--- config.mk ---
export PLATFORM = sky130hd
export DESIGN_NAME = uart_fifo_ctl
export DESIGN_NICKNAME = d
export VERILOG_FILES = /design/src/rtl/uart_fifo_pkg.sv /design/src/rtl/uart_fifo_ctl_reg.sv /design/src/rtl/uart_byte_fifo.sv /design/src/rtl/uart_fifo_status.sv /design/src/rtl/uart_fifo_ctl.sv
export SDC_FILE = /design/constraint.sdc
export NUM_CORES = 1
export LEC_CHECK = 0
export ABC_AREA = 1
export BUFFER_PORTS_ARGS = -buffer_cell sky130_fd_sc_hd__buf_2
export CAP_MARGIN = 20
export CORE_MARGIN = 1
export CORE_UTILIZATION = 35
export CTS_CLUSTER_SIZE = 8
export DETAILED_ROUTE_END_ITERATION = 7
export PLACE_DENSITY = 0.56
export SLEW_MARGIN = 15
export SYNTH_ARGS = -nofsm -noshare
export SYNTH_HDL_FRONTEND = slang
export SYNTH_SLANG_ARGS = --single-unit
--- constraint.sdc ---
create_clock -name clk -period 5.2 [get_ports clk]
set_clock_uncertainty 0.1 [all_clocks]
set_input_delay 0.26 -clock clk [delete_from_list [all_inputs] [get_ports clk]]
set_output_delay 0.26 -clock clk [all_outputs]
set_load 0.01 [all_outputs]
--- src/rtl/uart_fifo_pkg.sv ---
package uart_fifo_pkg;

  localparam int CTL_W      = 6;
  localparam int CTL_EN     = 0;
  localparam int CTL_RXCLR  = 1;
  localparam int CTL_TXCLR  = 2;
  localparam int CTL_DMA    = 3;
  localparam int CTL_TRG_LO = 4;

  typedef struct packed {
    logic       en;
    logic       dma;
    logic [1:0] trig;
  } fifo_ctl_t;

  function automatic int unsigned trig_level(input logic [1:0] code);
    case (code)
      2'd0:    return 1;
      2'd1:    return 4;
      2'd2:    return 8;
      default: return 14;
    endcase
  endfunction

endpackage

--- src/rtl/uart_fifo_ctl_reg.sv ---
module uart_fifo_ctl_reg
  import uart_fifo_pkg::*;
(
  input  logic             clk,
  input  logic             rst_n,
  input  logic             we,
  input  logic [CTL_W-1:0] wdata,
  output fifo_ctl_t        ctl,
  output logic             tx_flush,
  output logic             rx_flush
);

  fifo_ctl_t ctl_q, ctl_nxt;
  logic      txf_q, txf_nxt;
  logic      rxf_q, rxf_nxt;
  logic      en_change;

  always_comb begin
    ctl_nxt   = ctl_q;
    txf_nxt   = 1'b0;
    rxf_nxt   = 1'b0;
    en_change = 1'b0;
    if (we) begin
      en_change    = wdata[CTL_EN] != ctl_q.en;
      ctl_nxt.en   = wdata[CTL_EN];
      ctl_nxt.dma  = wdata[CTL_DMA];
      ctl_nxt.trig = wdata[CTL_TRG_LO +: 2];
      txf_nxt      = wdata[CTL_TXCLR] | en_change;
      rxf_nxt      = wdata[CTL_RXCLR] | en_change;
    end
  end

  always_ff @(posedge clk or negedge rst_n) begin
    if (!rst_n) begin
      ctl_q <= '0;
      txf_q <= 1'b0;
      rxf_q <= 1'b0;
    end else begin
      ctl_q <= ctl_nxt;
      txf_q <= txf_nxt;
      rxf_q <= rxf_nxt;
    end
  end

  assign ctl      = ctl_q;
  assign tx_flush = txf_q;
  assign rx_flush = rxf_q;


  tx_self_clear_chk: assert property (@(posedge clk) disable iff (!rst_n)
    (txf_q && !we) |=> !txf_q);

  rx_self_clear_chk: assert property (@(posedge clk) disable iff (!rst_n)
    (rxf_q && !we) |=> !rxf_q);

endmodule

--- src/rtl/uart_byte_fifo.sv ---
module uart_byte_fifo #(
  parameter int DEPTH = 16,
  parameter int W     = 8,
  localparam int AW   = (DEPTH > 1) ? $clog2(DEPTH) : 1,
  localparam int CW   = $clog2(DEPTH + 1)
) (
  input  logic          clk,
  input  logic          rst_n,
  input  logic          flush,
  input  logic          single,
  input  logic          push,
  input  logic [W-1:0]  din,
  input  logic          pop,
  output logic [W-1:0]  dout,
  output logic [CW-1:0] count,
  output logic          drop
);

  logic [W-1:0]  mem [DEPTH];
  logic [AW-1:0] wr_q, wr_nxt, rd_q, rd_nxt;
  logic [CW-1:0] cnt_q, cnt_nxt;
  logic [CW-1:0] cap;
  logic          full, empty, do_push, do_pop, wr_en;

  function automatic logic [AW-1:0] bump(input logic [AW-1:0] p);
    return (p == AW'(DEPTH - 1)) ? '0 : p + AW'(1);
  endfunction

  assign cap     = single ? CW'(1) : CW'(DEPTH);
  assign full    = cnt_q >= cap;
  assign empty   = cnt_q == '0;
  assign do_pop  = pop & ~empty;
  assign do_push = push & (~full | do_pop);
  assign wr_en   = do_push & ~flush;
  assign drop    = push & ~do_push & ~flush;

  always_comb begin
    wr_nxt  = wr_q;
    rd_nxt  = rd_q;
    cnt_nxt = cnt_q;
    if (flush) begin
      wr_nxt  = '0;
      rd_nxt  = '0;
      cnt_nxt = '0;
    end else begin
      if (do_push) wr_nxt = bump(wr_q);
      if (do_pop)  rd_nxt = bump(rd_q);
      cnt_nxt = cnt_q + CW'(do_push) - CW'(do_pop);
    end
  end

  always_ff @(posedge clk or negedge rst_n) begin
    if (!rst_n) begin
      wr_q  <= '0;
      rd_q  <= '0;
      cnt_q <= '0;
    end else begin
      wr_q  <= wr_nxt;
      rd_q  <= rd_nxt;
      cnt_q <= cnt_nxt;
    end
  end

  always_ff @(posedge clk) begin
    if (wr_en) mem[wr_q] <= din;
  end

  assign dout  = mem[rd_q];
  assign count = cnt_q;


  no_overflow_chk: assert property (@(posedge clk) disable iff (!rst_n)
    cnt_q <= CW'(DEPTH));

  flush_empties_chk: assert property (@(posedge clk) disable iff (!rst_n)
    flush |=> (cnt_q == '0));

  pop_empty_hold_chk: assert property (@(posedge clk) disable iff (!rst_n)
    (empty && pop && !push && !flush) |=> (cnt_q == '0));

endmodule

--- src/rtl/uart_fifo_status.sv ---
module uart_fifo_status
  import uart_fifo_pkg::*;
#(
  parameter int DEPTH = 16,
  localparam int CW   = $clog2(DEPTH + 1)
) (
  input  fifo_ctl_t     ctl,
  input  logic          rda_ie,
  input  logic [CW-1:0] rx_count,
  input  logic [CW-1:0] tx_count,
  output logic          rda_irq,
  output logic          rx_ready,
  output logic          tx_ready
);

  logic [CW-1:0] level;
  logic          mode1;

  always_comb begin
    level    = ctl.en ? CW'(trig_level(ctl.trig)) : CW'(1);
    mode1    = ctl.dma & ctl.en;
    rda_irq  = rda_ie & (rx_count == level);
    rx_ready = mode1 ? (rx_count >= level)       : (rx_count != '0);
    tx_ready = mode1 ? (tx_count < CW'(DEPTH))   : (tx_count == '0);
  end

endmodule

--- src/rtl/uart_fifo_ctl.sv ---
module uart_fifo_ctl
  import uart_fifo_pkg::*;
#(
  parameter int DEPTH = 16,
  parameter int W     = 8,
  localparam int CW   = $clog2(DEPTH + 1)
) (
  input  logic             clk,
  input  logic             rst_n,
  input  logic             ctl_we,
  input  logic [CTL_W-1:0] ctl_wdata,
  input  logic             rda_ie,
  input  logic             tx_push,
  input  logic [W-1:0]     tx_data,
  input  logic             tx_pop,
  output logic [W-1:0]     tx_head,
  output logic [CW-1:0]    tx_level,
  input  logic             rx_push,
  input  logic [W-1:0]     rx_data,
  input  logic             rx_pop,
  output logic [W-1:0]     rx_head,
  output logic [CW-1:0]    rx_level,
  output logic             rx_overrun,
  output logic             rda_irq,
  output logic             rx_ready,
  output logic             tx_ready
);

  fifo_ctl_t ctl;
  logic      tx_flush, rx_flush, tx_drop, rx_drop;
  logic      ovr_q, ovr_nxt;

  uart_fifo_ctl_reg u_ctl (
    .clk(clk), .rst_n(rst_n), .we(ctl_we), .wdata(ctl_wdata),
    .ctl(ctl), .tx_flush(tx_flush), .rx_flush(rx_flush)
  );

  uart_byte_fifo #(.DEPTH(DEPTH), .W(W)) u_txq (
    .clk(clk), .rst_n(rst_n), .flush(tx_flush), .single(~ctl.en),
    .push(tx_push), .din(tx_data), .pop(tx_pop),
    .dout(tx_head), .count(tx_level), .drop(tx_drop)
  );

  uart_byte_fifo #(.DEPTH(DEPTH), .W(W)) u_rxq (
    .clk(clk), .rst_n(rst_n), .flush(rx_flush), .single(~ctl.en),
    .push(rx_push), .din(rx_data), .pop(rx_pop),
    .dout(rx_head), .count(rx_level), .drop(rx_drop)
  );

  uart_fifo_status #(.DEPTH(DEPTH)) u_stat (
    .ctl(ctl), .rda_ie(rda_ie), .rx_count(rx_level), .tx_count(tx_level),
    .rda_irq(rda_irq), .rx_ready(rx_ready), .tx_ready(tx_ready)
  );

  always_comb begin
    ovr_nxt = ovr_q;
    if (rx_flush)     ovr_nxt = 1'b0;
    else if (rx_drop) ovr_nxt = 1'b1;
  end

  always_ff @(posedge clk or negedge rst_n) begin
    if (!rst_n) ovr_q <= 1'b0;
    else        ovr_q <= ovr_nxt;
  end

  assign rx_overrun = ovr_q;


  overrun_set_chk: assert property (@(posedge clk) disable iff (!rst_n)
    rx_drop |=> rx_overrun);

  tx_drop_hold_chk: assert property (@(posedge clk) disable iff (!rst_n)
    tx_drop |=> $stable(tx_level));

  irq_nonempty_chk: assert property (@(posedge clk) disable iff (!rst_n)
    rda_irq |-> (rx_level != '0));

  overrun_flush_chk: assert property (@(posedge clk) disable iff (!rst_n)
    rx_flush |=> !rx_overrun);

endmodule

==> results of run 1 <==
-- per-layer routing --
| metal | track usage (%) | wire [um] |
|---|---|---|
| met1 | 22.4 | 13600 |
| met2 | 26.2 | 13700 |
| met3 | 2.82 | 1380 |
| met4 | 6.06 | 772 |
| met5 | 0 | 0 |
-- how the worst min path moves through the flow --
stage / end / slack (ns) / from / depth (start not counted)
6_report: u_txq.mem[4][0] / 0.03 / tx_data[0] / 1
5_1_grt: u_txq.mem[4][7] / 0.02 / tx_data[7] / 1
4_1_cts: u_rxq.rd_q[1] / 0.006 / rx_pop / 4
3_5_place_dp: rx_overrun / 0.29 / rst_n / 1
3_3_place_gp: rx_overrun / 0.29 / rst_n / 1
2_1_floorplan: rx_overrun / -0.14 / rst_n / 0
-- power groups by stage --
| stage | Clock (mW) | Combinational, mW | Sequential (mW) |
|---|---|---|---|
| after floorplan | 0 | 1.47 | 2.82 |
| after global placement | 0 | 2.06 | 2.84 |
| after detailed placement | 0 | 2.06 | 2.85 |
| after CTS | 2.50 | 2.09 | 2.80 |
| after global routing | 2.60 | 2.37 | 2.82 |
| final | 2.45 | 2.07 | 2.80 |
-- cell families after synthesis --
group | synth area share (%)
mux | 0.266
simple gates | 14.9
compound gates | 9.27
flops | 67.0
fa+ha+maj | 3.66
buf+inv | 4.46
xor+xnor | 0.414
-- per-stage QoR --
stage	power (mW)	area, um^2	worst slack (ns)	hold slack (ns)
2_1_floorplan	4.30	12700	2.42	-0.136
3_3_place_gp	4.90	13300	2.32	0.294
3_5_place_dp	4.90	13300	2.24	0.290
4_1_cts	7.39	14600	1.99	0.00607
5_1_grt	7.79	14700	1.81	0.0216
6_report	7.33	14700	2.00	0.0277
-- registers in the layout, summed over array words and instances, names as in the netlist --
signal,cells
u_rxq.wr_q,4
u_txq.rd_q,4
u_rxq.rd_q,4
u_ctl.tx_flush,1
u_txq.mem,128
u_txq.count,5
u_ctl.rx_flush,1
rx_overrun,1
u_txq.wr_q,4
u_ctl.ctl,4
u_rxq.count,5
u_rxq.mem,128
-- timing repair --
item,in CTS,in global routing
endpoints found under the hold margin,57,0
setup endpoints to repair,0,0
hold buffers,17,0
-- cells in the final DEF (no fill, tap or decap), types with 30 or more instances in the layout --
master	instances
ha_1	34
nand3_1	41
nor2_1	195
buf_2	59
inv_1	61
clkbuf_16	42
edfxtp_1	256
dfrtp_1	30
nand2_1	198
a21oi_1	40
o21ai_0	136
-- cell type report --
cell class,instances,area (um^2),area share (%)
flip-flops and latches,289,8520,58.1
multi-input cells,731,3620,24.7
clock buffers,56,1100,7.52
well taps,461,577,3.93
repair buffers,81,523,3.57
inverters,68,258,1.76
clock inverters,4,65.1,0.444
==> reports/results.txt, run 1 <==
status = finished, final reports clean
routed len/inst = 17.4 um
Peak VDD IR = 304 uV
Period minus WS final = 3.20 ns
post-CTS sizing = 0
CP Depth = 8
final core occ = 41.1%
Cell Area, Synth = 12,700 um^2
worst-margin pin slew = 0.870 ns
Worst setup startpoint = u_txq.rd_q[2]
Max clock buf depth = 3
Required @ worst endpoint = 4.84 ns
CTS tree = yes
initial antenna violation count = 0
RSZ-0062 raised after global routing = no
Logic pwr share = 28.3%
die area = 37,100 um^2
Bufs and invs on worst path = 2
final worst-path cycle share = 61.4%
Die Width = 193 um
final setup vio count = 0
Yosys reg bits = 289
pin count of the biggest net entering global routing = 68
CP cell instances = nand2_1, inv_1, nand3_1, nand2_1, a31oi_1, nand2_1, nand2_1, buf_2
crit end category = output pin
Worst R2R Setup Slack = 2.25 ns
Critical Path Fanout Max = 15
sequential share of the synthesized area = 67.0%
delay of the slowest critical-path stage = 0.79 ns
num ports = 60
Clock transition at path regs = 0.06 ns
Sw Share = 34.0%
first-pass GRT wire length = 46.4 mm
Post-synth EDFFs = 256
Seq pwr share = 38.2%
drt first pass iters = 5
main area contributors after synthesis = edfxtp_1 61%, dfrtp_1 6.5%, nand2_1 5.9%, nor2_1 5.8%, o21ai_0 5.4%
CORE AREA = 35,700 um^2
CTS buffer count = 42
Syn Inst Count = 1,141
Via density = 4.95
CTS sink cnt = 289
Final Net Count = 1,279
Crit Path Category = flop to output pin
diode count = 0
area leader, netlist = edfxtp_1
Post-DP HPWL = 17.6 mm
library cells used by synthesis = 31
Max Slew Vio Count = 0
Sw Pwr = 2.49 mW
setup bufs post-CTS = 0
Yosys top cell area share = 60.5%
DR vias = 8,370
final hold vios = 0
Async SR Flop Fraction = 11.4%
FILL cells = 3,354
family with the most delay on the worst path = simple AND/OR/NAND/NOR gates
number of global-route vias before repair = 8,407
Rel. slew slack = 41.8%
CP arrival = 2.84 ns
drt total wl = 29.5 mm
remaining antenna violation count = 0
hold crit path type = primary input to flop
Pwr Density = 500 nW/um^2
most common cell in the netlist = edfxtp_1
Clock power frac = 33.5%
Setup TNS = 0 ns
drt drc = 0
internal power = 4.84 mW
most frequent cells after synthesis = 256 x edfxtp_1, 198 x nand2_1, 195 x nor2_1
Post-Place Cells = 1,612
crit path launch type = flop
Syn Nets = 1,207
port bufs = 59
detailed router's first-iteration violation count = 626
initial core utilization = 35.6%
final cell count without fillers = 1,690
H-tree levels = 2
Most used DFF post-synth = edfxtp_1
Reg2Reg Depth = 16
critical path's most frequent cell = nand2_1
die height = 193 um
FF-to-FF Start = u_ctl.ctl[3]
Max-Cap Viols = 0
CTS root buf = clkbuf_16
Area growth syn-to-layout = 15.5%
reg2reg end = u_txq.count[4]
RD Place Congestion = 0.790
Critical Path Slowest Stage Cell = dfrtp_1
share of layout cells above drive strength 1 = 11.1%
grt ovf = 0
Ys Warns = 0
Mean Syn Cell Area = 11.1 um^2
row count = 69
Leak = 5.43 nW
Critical path destination = tx_head[0]
fmax = 313 MHz
GRT Overall Usage = 16.4%
worst-skew pair later-pin latency = 0.54 ns
Note: power is estimated with default switching activity, not from simulation.
==> inputs of run 2 (changes only) <==
--- a/config.mk
+++ b/config.mk
@@ -12,7 +12,7 @@
 export CORE_UTILIZATION = 35
 export CTS_CLUSTER_SIZE = 8
 export DETAILED_ROUTE_END_ITERATION = 7
-export PLACE_DENSITY = 0.56
+export PLACE_DENSITY = 0.58
 export SLEW_MARGIN = 15
 export SYNTH_ARGS = -nofsm -noshare
 export SYNTH_HDL_FRONTEND = slang
==> constraint.sdc (replaced) <==
create_clock -name clk -period 2.7 [get_ports clk]
set_clock_uncertainty 0.1 [all_clocks]
set_input_delay 0.135 -clock clk [delete_from_list [all_inputs] [get_ports clk]]
set_output_delay 0.135 -clock clk [all_outputs]
set_load 0.01 [all_outputs]
==> run 2 against run 1 <==
Net effect: sequential share of layout area fell by 2.4 points; critical path type is now flop to flop; global-route usage fell by 0.29 points; final area rose by 4.3%; register-to-register slack got worse by 2.1 ns; hold slack improved by 0.11 ns; clock-buffer cell count rose by 3; via count rose by 2.8%; worst setup slack got worse by 1.8 ns; core utilization rose by 1.8 points; die area did not move; combinational power rose by 100%; cell count rose by 4.4%; highest routed layer unchanged.
==> reports/results.txt, run 2 (synthesized netlist as in run 1, its figures left out) <==
internal power = 9.57 mW
dpl cell area = 13,700 um^2
row count = 69
crit end category = flop
CORE AREA = 35,700 um^2
CTS tree = yes
RSZ-0062 raised after global routing = yes
number of global-route vias before repair = 8,558
Final Net Count = 1,352
Max clock buf depth = 3
Logic pwr share = 29.5%
Clock transition at path regs = 0.06 ns
pin count of the biggest net entering global routing = 67
Reg2Reg Depth = 14
Leak = 5.78 nW
Sw Share = 33.0%
CTS root buf = clkbuf_16
commonest non-fill, non-tap cell in the layout = edfxtp_1
final core occ = 42.9%
final hold vios = 0
Regs by FF count = u_rxq.mem (128), u_txq.mem (128)
worst-margin pin slew = 0.798 ns
drt drc = 0
diode count = 0
die area = 37,100 um^2
CTS sink cnt = 289
cell area after layout = 15,300 um^2
hold crit path type = primary input to async pin
Period minus WS final = 2.53 ns
Seq pwr share = 37.7%
share of layout cells above drive strength 1 = 15.5%
Area growth syn-to-layout = 20.4%
grt ovf = 0
Pwr Density = 934 nW/um^2
initial antenna violation count = 0
Crit Path Category = flop to flop
DR vias = 8,601
final setup vio count = 0
remaining antenna violation count = 0
worst-skew pair later-pin latency = 0.54 ns
worst setup margin = 0.174 ns
Sw Pwr = 4.71 mW
port bufs = 59
pre-CTS setup slack = 0.0415 ns
Critical Path Fanout Max = 6
first-pass GRT wire length = 46.0 mm
detailed router's first-iteration violation count = 588
routed len/inst = 16.3 um
final worst-path cycle share = 93.6%
Die Width = 193 um
status = finished, final reports clean
Clock power frac = 32.8%
die height = 193 um
Max Slew Vio Count = 0
Via density = 4.87
fmax = 396 MHz
Rel. slew slack = 46.8%
num ports = 60
Required @ worst endpoint = 3.01 ns
commonest cells after routing, fill and taps aside = 256 x edfxtp_1, 198 x nand2_1, 194 x nor2_1
GRT Overall Usage = 16.1%
FILL cells = 3,311
Peak VDD IR = 395 uV
crit path launch type = flop
drt first pass iters = 5
initial core utilization = 35.6%
Max-Cap Viols = 0
CTS buffer count = 42
Post-DP HPWL = 18.1 mm
CP arrival = 2.84 ns
H-tree levels = 2
drt total wl = 28.8 mm
RD Place Congestion = 0.822
==> run 2: cell types whose count changed in the layout (fill, tap and decap cells not counted), moves of 4 or more <==
cell / before / now
dlygate4sd3_1: 17 / 34
inv_1: 61 / 57
buf_4: 4 / 58
inv_2: 3 / 7
==> run 2: layer usage <==
metal  global-route usage, %  routed length, um  vias to the layer above
met5                       0                  0                        -
met4                    4.82                528                        0
met1                    22.1              13000                     4135
met3                    2.76               1400                       43
li1                        -                  -                     4230
met2                    26.1              13900                      193
==> run 2: per-stage QoR <==
| stage | TNS (ns) | total power, mW | std cells | hold slack [ns] |
|---|---|---|---|---|
| after floorplan | 0 | 8.27 | 1141 | -0.261 |
| after global placement | 0 | 9.57 | 1667 | 0.167 |
| after detailed placement | 0 | 9.61 | 1667 | 0.172 |
| after CTS | 0 | 14.4 | 1763 | 0.172 |
| after global routing | -0.0333 | 15.2 | 1765 | 0.221 |
| final | 0 | 14.3 | 1765 | 0.141 |
==> run 2: timing repair <==
item                       CTS  global route
gates resized for setup      0            12
hold endpoints to repair   309             0
hold buffers                34             0
setup buffers                0             2
setup endpoints to repair    0             6
==> run 2: power groups by stage <==
stage	combinational, mW	clock [mW]	sequential [mW]
finish	4.22	4.69	5.38
global route	4.83	4.98	5.41
CTS	4.23	4.78	5.36
detailed placement	4.17	0	5.44
global placement	4.14	0	5.43
floorplan	2.84	0	5.44
==> run 2: cell type report <==
type / count / area (um^2) / share of cell area (%)
timing repair buffer: 154 / 1120 / 7.34
clock buffer: 59 / 1140 / 7.43
sequential: 289 / 8520 / 55.7
inverter: 68 / 260 / 1.70
multi-input combinational: 731 / 3640 / 23.8
tap: 461 / 577 / 3.77
clock inverter: 3 / 37.5 / 0.245
==> run 2: worst max-delay path, stage by stage (launching register included) <==
cell	delay, ns
dfrtp_1	0.39
inv_2	0.09
ha_1	0.17
nand3_1	0.10
nand2_1	0.10
inv_1	0.10
ha_1	0.28
inv_1	0.06
ha_1	0.17
inv_1	0.06
fa_2	0.35
o21bai_1	0.14
a21oi_1	0.09
o21ai_0	0.15
a21oi_1	0.06
==> run 2: path summary, 6_finish.rpt <==
kind	from	to	slack, ns
max	u_rxq.count[2]	u_rxq.count[4]	0.17
min	rst_n	u_rxq.count[3]	0.14
max reg2reg	u_rxq.count[2]	u_rxq.count[4]	0.17
min reg2reg	u_ctl.rx_flush	u_rxq.rd_q[1]	0.43
max in group asynchronous	rst_n	u_rxq.rd_q[1]	1.80
min in group clk	ctl_we	u_ctl.ctl[3]	0.34
==> inputs of run 3 (changes only) <==
--- a/config.mk
+++ b/config.mk
@@ -5,14 +5,13 @@
 export SDC_FILE = /design/constraint.sdc
 export NUM_CORES = 1
 export LEC_CHECK = 0
-export ABC_AREA = 1
 export BUFFER_PORTS_ARGS = -buffer_cell sky130_fd_sc_hd__buf_2
 export CAP_MARGIN = 20
 export CORE_MARGIN = 1
 export CORE_UTILIZATION = 35
 export CTS_CLUSTER_SIZE = 8
 export DETAILED_ROUTE_END_ITERATION = 7
-export PLACE_DENSITY = 0.58
+export PLACE_DENSITY = 0.56
 export SLEW_MARGIN = 15
 export SYNTH_ARGS = -nofsm -noshare
 export SYNTH_HDL_FRONTEND = slang
==> constraint.sdc (replaced) <==
create_clock -name clk -period 2.52 [get_ports clk]
set_clock_uncertainty 0.1 [all_clocks]
set_input_delay 0.126 -clock clk [delete_from_list [all_inputs] [get_ports clk]]
set_output_delay 0.126 -clock clk [all_outputs]
set_load 0.01 [all_outputs]
==> run 3 against run 2 <==
Net effect: the run now ends with negative setup slack left; sequential cell count stayed put; first-iteration DRC count is 21% lower; total power is 12% higher; worst setup slack worse by 0.33 ns; combinational power is 23% higher; clock-buffer cell count is 2 lower; non-clock buffer count is 27 higher; register-to-register slack worse by 0.16 ns; final area is 3.1% higher; synthesized cell count is 40% lower; largest power group unchanged.
==> reports/results.txt, run 3 <==
simple-gate share of the synthesized area = 5.71%
Ys Warns = 0
row count = 68
commonest cells after routing, fill and taps aside = 256 x edfxtp_1, 68 x buf_4, 50 x buf_2
drt total wl = 27.0 mm
Regs by FF count = u_rxq.mem (128), u_txq.mem (128)
FILL cells = 2,989
crit path launch type = flop
hold crit path type = primary input to flop
Bufs and invs on worst path = 3
Final Net Count = 948
failing checks = negative setup slack
most common cell in the netlist = edfxtp_1
drt drc = 0
Logic pwr share = 32.4%
mux contribution to synthesized area = 14.2%
initial antenna violation count = 0
area leader, netlist = edfxtp_1
Rel. slew slack = 45.1%
CP cell instances = buf_4, clkbuf_16, mux4_1, mux4_2, buf_6
Most used DFF post-synth = edfxtp_1
worst setup margin = -0.161 ns
grt ovf = 0
Post-Synth XOR/XNOR Area = 0.853%
Pwr Density = 1020 nW/um^2
Max-Cap Viols = 0
Worst R2R Setup Slack = 0.01 ns
Via density = 4.99
CORE AREA = 34,600 um^2
pre-CTS setup slack = -0.0631 ns
number of global-route vias before repair = 7,010
routed len/inst = 19.9 um
status = complete, but fails checks
Sw Pwr = 4.58 mW
CTS tree = yes
Peak VDD IR = 580 uV
Post-DP HPWL = 16.3 mm
initial core utilization = 35.6%
Yosys reg bits = 289
worst-skew pair later-pin latency = 0.54 ns
Required @ worst endpoint = 2.29 ns
Crit Path Category = flop to output pin
main area contributors after synthesis = edfxtp_1 62%, mux4_2 6.9%, dfrtp_1 6.7%, mux4_1 3.8%, ha_1 3.5%
detailed router's first-iteration violation count = 465
die area = 36,000 um^2
Yosys top cell area share = 62.4%
Leak = 5.59 nW
most frequent cells after synthesis = 256 x edfxtp_1, 38 x mux4_2, 34 x ha_1
num ports = 60
remaining antenna violation count = 0
Sw Share = 28.6%
RD Place Congestion = 0.762
Hold WS = 0.0528 ns
Area growth syn-to-layout = 27.9%
CTS buffer count = 42
CTS root buf = clkbuf_16
Critical Path Fanout Max = 6
fmax = 373 MHz
port bufs = 59
Clock power frac = 31.2%
crit end category = output pin
largest family of logic cells by synthesized area = multiplexers
first-pass GRT wire length = 40.9 mm
Max Slew Vio Count = 0
commonest non-fill, non-tap cell in the layout = edfxtp_1
library cells used by synthesis = 57
internal power = 11.4 mW
Cell Area, Synth = 12,300 um^2
final worst-path cycle share = 106%
Setup TNS = -1.05 ns
drt first pass iters = 4
post-synthesis adder-cell area fraction = 3.78%
Synth Area in Compound Gates = 4.17%
CP arrival = 2.45 ns
Syn Nets = 756
final setup vio count = 10
Clock transition at path regs = 0.05 ns
Max clock buf depth = 3
final hold vios = 0
Mean Syn Cell Area = 17.9 um^2
DR vias = 6,764
final cell count without fillers = 1,355
sequential share of the synthesized area = 69.1%
die height = 190 um
Post-Place Cells = 1,227
worst-margin pin slew = 0.824 ns
family with the most delay on the worst path = multiplexers
H-tree levels = 2
pin count of the biggest net entering global routing = 34
Power Total = 16.0 mW
Period minus WS final = 2.68 ns
Syn Inst Count = 690
GRT Overall Usage = 15.1%
Seq pwr share = 36.4%
Async SR Flop Fraction = 11.4%
delay of the slowest critical-path stage = 0.55 ns
RSZ-0062 raised after global routing = yes
diode count = 0
Post-synth EDFFs = 256
Die Width = 190 um
share of layout cells above drive strength 1 = 36.9%
Critical Path Slowest Stage Cell = mux4_1
CTS sink cnt = 289
==> run 3: changes by cell type in the layout (fill, tap and decap cells not counted), moves of 26 or more <==
cell	delta
inv_1	-44
mux2i_1	+26
mux4_2	+46
nand2_1	-172
nand3_1	-36
nor2_1	-166
o21ai_0	-126
==> run 3: cells by family (layout without fill, tap and decap cells) <==
group | count (synthesis) | in the layout
XOR/XNOR | 12 | 12
flip-flops | 289 | 289
AND/OR/NAND/NOR | 120 | 120
AO/OA/AOI/OAI | 81 | 81
adder cells (fa/ha/maj) | 36 | 36
multiplexers | 96 | 96
buffers and inverters | 56 | 266
==> run 3: final timing paths <==
| kind | from | cells after the start | to |
|---|---|---|---|
| max | u_rxq.rd_q[0] | 5 | rx_head[4] |
| min | tx_push | 4 | u_txq.count[0] |
| max reg2reg | u_txq.count[3] | 15 | u_txq.count[4] |
| min reg2reg | rx_overrun | 2 | rx_overrun |
| max in group asynchronous | rst_n | 2 | u_txq.rd_q[0] |
| min in group asynchronous | rst_n | 2 | u_ctl.ctl[1] |
==> run 3: area by class of cell <==
type / count / area (um^2) / share of cell area (%)
Multi-Input combinational cell: 345 / 3790 / 24.1
Timing Repair Buffer: 181 / 1630 / 10.3
Sequential cell: 289 / 8530 / 54.1
Clock buffer: 57 / 1120 / 7.09
Inverter: 23 / 86.3 / 0.548
Tap cell: 455 / 569 / 3.61
Clock inverter: 5 / 42.5 / 0.270
==> run 3: through the flow <==
stage                     instance area [um^2]  utilization [%]
after floorplan                          12400                -
after global placement                   13700             39.4
after detailed placement                 13700             39.4
after CTS                                15300             44.1
after global routing                     15800             45.5
final                                    15800             45.5
==> run 3: timing repair <==
item / CTS / global route
pin swaps: 3 / 14
hold buffers: 32 / 0
hold endpoints to repair: 299 / 0
gates resized for setup: 24 / 62
setup endpoints to repair: 61 / 98
setup buffers: 3 / 24
gates cloned: 2 / 5
==> run 3: worst reg2reg max path, delay by kind of cell (launching register included) <==
| kind | cells | cell delay [ns] |
|---|---|---|
| buf+inv | 4 | 0.29 |
| xor+xnor | 1 | 0.13 |
| simple gates | 4 | 0.25 |
| flops | 1 | 0.40 |
| compound gates | 2 | 0.34 |
| fa+ha+maj | 4 | 0.90 |
==> run 3: power by group through the flow <==
stage / combinational, mW / sequential, mW / clock, mW
after floorplan: 2.93 / 5.88 / 0
after global placement: 4.35 / 5.89 / 0
after detailed placement: 4.37 / 5.90 / 0
after CTS: 4.72 / 5.82 / 5.11
after global routing: 5.67 / 5.86 / 5.29
final: 5.20 / 5.82 / 5.00
==> run 3: routing by layer <==
layer | vias to the layer above | GRT usage, % | routed length [um]
met2 | 160 | 24.6 | 13100
met3 | 42 | 2.77 | 1230
met4 | 0 | 4.99 | 573
met1 | 3434 | 20.4 | 12100
li1 | 3128 | - | -
met5 | - | 0 | 0
